<file path="config.mk">
export PLATFORM = sky130hd
export DESIGN_NAME = parking_bus_arbiter
export DESIGN_NICKNAME = d
export VERILOG_FILES = /design/src/rtl/pba_pkg.sv /design/src/rtl/pba_sync.sv /design/src/rtl/pba_pick.sv /design/src/rtl/pba_core.sv /design/src/rtl/parking_bus_arbiter.sv
export SDC_FILE = /design/constraint.sdc
export NUM_CORES = 1
export LEC_CHECK = 0
export BUFFER_PORTS_ARGS = -buffer_cell sky130_fd_sc_hd__buf_4
export CELL_PAD_IN_SITES_DETAIL_PLACEMENT = 1
export CELL_PAD_IN_SITES_GLOBAL_PLACEMENT = 1
export CORE_ASPECT_RATIO = 0.6
export CORE_MARGIN = 8
export CORE_UTILIZATION = 36
export CTS_CLUSTER_DIAMETER = 120
export DETAILED_ROUTE_END_ITERATION = 8
export PLACE_DENSITY_LB_ADDON = 0.1
export SYNTH_ARGS = -nofsm -noshare
export SYNTH_HDL_FRONTEND = slang
export SYNTH_SLANG_ARGS = --single-unit
export TNS_END_PERCENT = 50
</file>
<file path="constraint.sdc">
create_clock -name clk -period 1.9 [get_ports clk]
set_input_delay 0 -clock clk [delete_from_list [all_inputs] [get_ports clk]]
set_output_delay 0 -clock clk [all_outputs]
set_load 0.01 [all_outputs]
</file>
<file path="src/rtl/pba_pkg.sv">
package pba_pkg;
  typedef enum logic [1:0] {
    ST_PARK    = 2'd0,
    ST_INT     = 2'd1,
    ST_EXT_GNT = 2'd2,
    ST_EXT_OWN = 2'd3
  } arb_state_e;

  function automatic int idx_width(input int n);
    return (n > 1) ? $clog2(n) : 1;
  endfunction
endpackage

</file>
<file path="src/rtl/pba_sync.sv">
module pba_sync #(
  parameter int         W       = 2,
  parameter logic [W-1:0] RST_VAL = '1
) (
  input  logic         clk,
  input  logic         rst_n,
  input  logic [W-1:0] d,
  output logic [W-1:0] q
);
  logic [W-1:0] stage1;

  always_ff @(posedge clk or negedge rst_n) begin
    if (!rst_n) begin
      stage1 <= RST_VAL;
      q      <= RST_VAL;
    end else begin
      stage1 <= d;
      q      <= stage1;
    end
  end
endmodule

</file>
<file path="src/rtl/pba_pick.sv">
module pba_pick #(
  parameter int N_INT  = 3,
  parameter int PRIO_W = 3,
  localparam int IDX_W = pba_pkg::idx_width(N_INT)
) (
  input  logic                    clk,
  input  logic                    rst_n,
  input  logic [N_INT-1:0]        req,
  input  logic [N_INT*PRIO_W-1:0] prio,
  output logic                    any,
  output logic [IDX_W-1:0]        idx,
  output logic [PRIO_W-1:0]       best
);
  always_comb begin
    any  = 1'b0;
    idx  = '0;
    best = '0;
    for (int i = 0; i < N_INT; i++) begin
      if (req[i] && (!any || prio[i*PRIO_W +: PRIO_W] > best)) begin
        any  = 1'b1;
        idx  = IDX_W'(i);
        best = prio[i*PRIO_W +: PRIO_W];
      end
    end
  end

  for (genvar g = 0; g < N_INT; g++) begin : g_chk
    // the chosen field is never below any requester's field
    p_pick_max_r3: assert property (@(posedge clk) disable iff (!rst_n)
      req[g] |-> (any && prio[g*PRIO_W +: PRIO_W] <= best));
    // ties go to the lowest index
    p_pick_tie_r3: assert property (@(posedge clk) disable iff (!rst_n)
      (req[g] && prio[g*PRIO_W +: PRIO_W] == best) |-> (idx <= IDX_W'(g)));
  end
endmodule

</file>
<file path="src/rtl/pba_core.sv">
module pba_core
  import pba_pkg::*;
#(
  parameter int N_INT  = 3,
  parameter int PRIO_W = 3,
  localparam int IDX_W = idx_width(N_INT)
) (
  input  logic              clk,
  input  logic              rst_n,
  input  logic              arb_on,
  input  logic              br_s,
  input  logic              bb_s,
  input  logic [PRIO_W-1:0] ext_prio,
  input  logic              pick_any,
  input  logic [IDX_W-1:0]  pick_idx,
  input  logic [PRIO_W-1:0] pick_prio,
  input  logic              int_done,
  output logic [N_INT-1:0]  int_gnt,
  output logic              ext_bg_n,
  output logic              bb_n_o,
  output logic              bb_oe
);
  arb_state_e       st_q, st_d;
  logic [IDX_W-1:0] own_q, own_d;
  logic             ext_wins;

  assign ext_wins = br_s && (!pick_any || (ext_prio > pick_prio));

  always_comb begin
    st_d  = st_q;
    own_d = own_q;
    if (!arb_on) begin
      st_d = ST_PARK;
    end else begin
      unique case (st_q)
        ST_PARK: begin
          if (!bb_s) begin
            if (ext_wins) begin
              st_d = ST_EXT_GNT;
            end else if (pick_any) begin
              st_d  = ST_INT;
              own_d = pick_idx;
            end
          end
        end
        ST_INT:     if (int_done) st_d = ST_PARK;
        ST_EXT_GNT: begin
          if (!br_s)     st_d = ST_PARK;
          else if (bb_s) st_d = ST_EXT_OWN;
        end
        ST_EXT_OWN: if (!bb_s) st_d = ST_PARK;
        default:    st_d = ST_PARK;
      endcase
    end
  end

  always_ff @(posedge clk or negedge rst_n) begin
    if (!rst_n) begin
      st_q  <= ST_PARK;
      own_q <= '0;
    end else begin
      st_q  <= st_d;
      own_q <= own_d;
    end
  end

  for (genvar g = 0; g < N_INT; g++) begin : g_gnt
    assign int_gnt[g] = (st_q == ST_INT) && (own_q == IDX_W'(g));
  end

  assign ext_bg_n = !(st_q == ST_EXT_GNT);
  assign bb_oe    = (st_q == ST_INT);
  assign bb_n_o   = !(st_q == ST_INT);

  // exclusive grants
  p_excl_r11: assert property (@(posedge clk) disable iff (!rst_n)
    $onehot0(int_gnt) && !((int_gnt != '0) && !ext_bg_n));
  // a running on-chip grant is not preempted
  p_no_preempt_r7: assert property (@(posedge clk) disable iff (!rst_n)
    ((int_gnt != '0) && !int_done) |=> $stable(int_gnt));
  // a withdrawn request loses its grant on the next edge
  p_drop_gnt_r8: assert property (@(posedge clk) disable iff (!rst_n)
    (!ext_bg_n && !br_s) |=> ext_bg_n);
  // an off-chip grant starts only from an idle bus
  p_ext_idle_r6: assert property (@(posedge clk) disable iff (!rst_n)
    $fell(ext_bg_n) |-> $past(!bb_s));
  // an on-chip grant starts only from an idle bus
  p_int_idle_r6: assert property (@(posedge clk) disable iff (!rst_n)
    ((int_gnt != '0) && ($past(int_gnt) == '0)) |-> $past(!bb_s));
  // the on-chip owner drives busy low
  p_busy_drive_r2: assert property (@(posedge clk) disable iff (!rst_n)
    (int_gnt != '0) |-> (bb_oe && !bb_n_o));
  // a disabled arbiter grants nothing
  p_off_r1: assert property (@(posedge clk) disable iff (!rst_n)
    !arb_on |=> (ext_bg_n && int_gnt == '0 && !bb_oe));
endmodule

</file>
<file path="src/rtl/parking_bus_arbiter.sv">
module parking_bus_arbiter #(
  parameter int N_INT  = 3,
  parameter int PRIO_W = 3
) (
  input  logic                    clk,
  input  logic                    rst_n,
  input  logic                    arb_en_strap,
  input  logic [PRIO_W-1:0]       ext_prio,
  input  logic [N_INT-1:0]        int_req,
  input  logic [N_INT*PRIO_W-1:0] int_prio,
  input  logic                    int_done,
  output logic [N_INT-1:0]        int_gnt,
  input  logic                    ext_br_n,
  output logic                    ext_bg_n,
  input  logic                    ext_bb_n,
  output logic                    bb_n_o,
  output logic                    bb_oe
);
  localparam int IDX_W = pba_pkg::idx_width(N_INT);

  logic              en_q;
  logic [1:0]        ext_sync;
  logic              br_s, bb_s;
  logic              pick_any;
  logic [IDX_W-1:0]  pick_idx;
  logic [PRIO_W-1:0] pick_prio;

  always_ff @(posedge clk) begin
    if (!rst_n) en_q <= arb_en_strap;
  end

  pba_sync #(.W(2), .RST_VAL(2'b11)) u_sync (
    .clk   (clk),
    .rst_n (rst_n),
    .d     ({ext_br_n, ext_bb_n}),
    .q     (ext_sync)
  );

  assign br_s = !ext_sync[1];
  assign bb_s = !ext_sync[0];

  pba_pick #(.N_INT(N_INT), .PRIO_W(PRIO_W)) u_pick (
    .clk   (clk),
    .rst_n (rst_n),
    .req   (int_req),
    .prio  (int_prio),
    .any   (pick_any),
    .idx   (pick_idx),
    .best  (pick_prio)
  );

  pba_core #(.N_INT(N_INT), .PRIO_W(PRIO_W)) u_core (
    .clk       (clk),
    .rst_n     (rst_n),
    .arb_on    (en_q),
    .br_s      (br_s),
    .bb_s      (bb_s),
    .ext_prio  (ext_prio),
    .pick_any  (pick_any),
    .pick_idx  (pick_idx),
    .pick_prio (pick_prio),
    .int_done  (int_done),
    .int_gnt   (int_gnt),
    .ext_bg_n  (ext_bg_n),
    .bb_n_o    (bb_n_o),
    .bb_oe     (bb_oe)
  );
endmodule

</file>
==> run metrics <==
Post-synth EDFFs=1; Worst setup SP type=input pin; fin crit period=3030 ps; Placed Cells=150; Core Rows=13; Pwr Density=645 nW/um^2; detailed-route wire length=2750 um; Synth top area share=14.2%; Worst Path Required=2010 ps; final hold viol count=0; Die X=76.6 um; final core occ=67.7%; worst-margin pin slew=305 ps; DRC errors left=0; synth top area cells=ha_1 14%, dfstp_2 13%, dfrtp_1 13%; RD Place Congestion=0.754; worst rel slew slack=79.7%; Hold Path End=u_core.st_q[0]$_DFFE_PN0P_; CTS buffer count=3; crit-path max FO=4; via count of the routed design=824; final net count=164; Lkg Pwr=0.000652 uW; diode count=0; skew final=0.268 ps; Worst R2R Path Depth=5; Pwr Total=930 uW; core region area=2130 um^2; MaxCap Viol Count=0; metal3 WL=100 um; root buf cell=clkbuf_8; CTS tree=built; GR Util All Layers=14.3%; Final period util=160%; Clock Pin Slew Worst Setup and Hold Paths=40 ps; I/O pins=27; Pre-antenna DRT Iters=3; Buffers & Inverters on Critical Path=2; Hold Path Stages=4; ys flop type=dfstp_2; Critical-path top delay cell=o31ai_4; initial antenna violation count=0; Hold WC Path Type=input pin to flip-flop; Clock Latency Late Sink=230 ps; sequential power share=28.5%; switching power share of the total=33.0%; Synth async-reset ratio=88.9%; Worst Setup Path Type=input pin to flip-flop; clk buf depth=2; Yosys top cell by area=ha_1; area grow syn2layout=81.9%; most frequent cells in the layout=41 x buf_4, 10 x inv_1, 5 x nand2_1, 5 x ha_4; layout cells sized above 1=61.7%; drt wl/cell=16.9 um; Top Family by Delay on Critical Path=compound AO/OA/AOI/OAI gates; count of pins over their slew limit=0; worst endpoint data arrival time=3150 ps; Post-Syn Area=793 um^2; worst reg2reg startpoint=u_sync.q[0]$_DFF_PN1_; sequential area share after synthesis=29.7%; Clock Power Share=23.6%; first-pass GRT wire length=4500 um; port buffer count=26; Max Used Layer=met4; die area=4010 um^2; fin cells=163; synthesized flop and latch total=9; Sw Pwr=307 uW; syn nets=113; status=finished, violations left; RSZ-0062 raised after global routing=true; met2 WL=1350 um; commonest non-fill, non-tap cell in the layout=buf_4; Mapped Cells=83; H-Tree Depth=1; Hold Startpoint=int_done; dpl ws=-1590 ps; Internal Power=623 uW; Fmax=330 MHz; Logic pwr share=47.9%; Crit. End Element=flip-flop; maximum vdd drop=0.000663 V; clock sinks=9; remaining antenna violation count=0; distinct cell type count after synthesis=38; Syn. warnings=0; worst setup margin=-1130 ps; vias in the first global route=939; dpl hpwl=2020 um; remaining global-route overflow=0; Starting Density=37.2%; Die Y=52.4 um; R2R Setup Slk=320 ps; Setup Viol. Count Final=4; Post-Layout Inst Area=1440 um^2; Mean Syn Cell Area=9.56 um^2; CP peak stage delay=320 ps; pin count of the biggest net entering global routing=10; M1 WL=1270 um; failing checks=negative setup slack; routed vias/inst=5.06; worst path cell trace=buf_12 -> nand2_8 -> ha_4 -> nor2b_4 -> o31ai_4 -> nor2_4 -> o2bb2ai_4 -> inv_2 -> ha_4 -> nand3b_1 -> o211ai_1 -> and3_4 -> mux2i_1 -> ha_1 -> nor2b_4 -> o21ai_2 -> a32oi_2 -> a21oi_2 -> mux2_4; reg2reg end=u_core.own_q[1]$_DFFE_PN0P_; DP Area=1190 um^2; Initial DRC Count=18
[stage by stage]
| stage | hold slack, ps | TNS [ps] |
|---|---|---|
| after global routing | 78.2 | -5010 |
| after CTS | 61.4 | -4350 |
| after floorplan | -296 | -4130 |
| after detailed placement | -174 | -6060 |
| final | 76.5 | -4340 |
| after global placement | -178 | -5510 |
[layout make-up]
cell class                      count  area, um^2
Clock buffer                        4        45.0
Tap cell                           30        37.5
Sequential cell                     9         235
Inverter                           12        45.0
Multi-Input combinational cell     60         686
Timing Repair Buffer               48         394
Fill cell                         234         688
[tightest hold or removal path, cell delays in order]
cell,delay (ps)
buf_4,90
nand2_1,50
nand2_1,80
a211oi_2,50
[metal layers]
metal / track usage [%] / vias up
met5: 0 / -
met4: 2.85 / 0
met3: 4.62 / 4
met2: 26.0 / 18
met1: 16.3 / 400
li1: - / 402
[cells by family after synthesis]
kind of cell	count (synthesis)	synth area share, %
and+or+nand+nor	26	19.7
AOI/OAI and AO/OA	19	21.1
buffers and inverters	14	6.94
DFF	9	29.7
adders and majority gates	9	14.2
muxes	6	8.36
[synthesized netlist by cell type (all sizes together), types with 2 or more instances]
master,n
nand2,7
dfstp,4
a21oi,3
inv,12
dfrtp,4
nor3,3
mux2,2
mux2i,4
ha,9
o21bai,2
nor2b,2
nor2,2
o21ai,4
o2bb2ai,3
and3,2
nand2b,2
nand3,2
[power groups by stage]
stage | clock [uW] | combinational, uW | sequential, uW
final | 219 | 446 | 265
after detailed placement | 0 | 349 | 262
after floorplan | 0 | 220 | 249
after global routing | 235 | 486 | 268
after global placement | 0 | 331 | 259
after CTS | 226 | 405 | 260
[registers in the layout (all words and copies together) (netlist names)]
signal / cells
u_core.st_q: 2
u_sync.stage1: 2
u_core.own_q: 2
en_q: 1
u_sync.q: 2
[worst max path at each step]
stage / from / end / slack, ps / cells past startpoint
after global routing: int_req[0] / u_core.own_q[0]$_DFFE_PN0P_ / -1290 / 20
after CTS: int_req[0] / u_core.own_q[1]$_DFFE_PN0P_ / -1190 / 19
final: int_req[0] / u_core.own_q[1]$_DFFE_PN0P_ / -1130 / 19
after floorplan: int_prio[1] / u_core.own_q[1]$_DFFE_PN0P_ / -1170 / 19
after global placement: int_req[0] / u_core.own_q[1]$_DFFE_PN0P_ / -1470 / 19
after detailed placement: int_req[0] / u_core.own_q[1]$_DFFE_PN0P_ / -1590 / 19
[what timing repair did]
item / CTS / global route
hold buffers: 4 / 0
pin swaps: 15 / 13
gates resized for setup: 15 / 7
endpoints found under the setup margin: 4 / 4
hold endpoints to repair: 11 / 0
buffers inserted: 3 / 2
No activity file was read; power rests on OpenSTA's default activity.
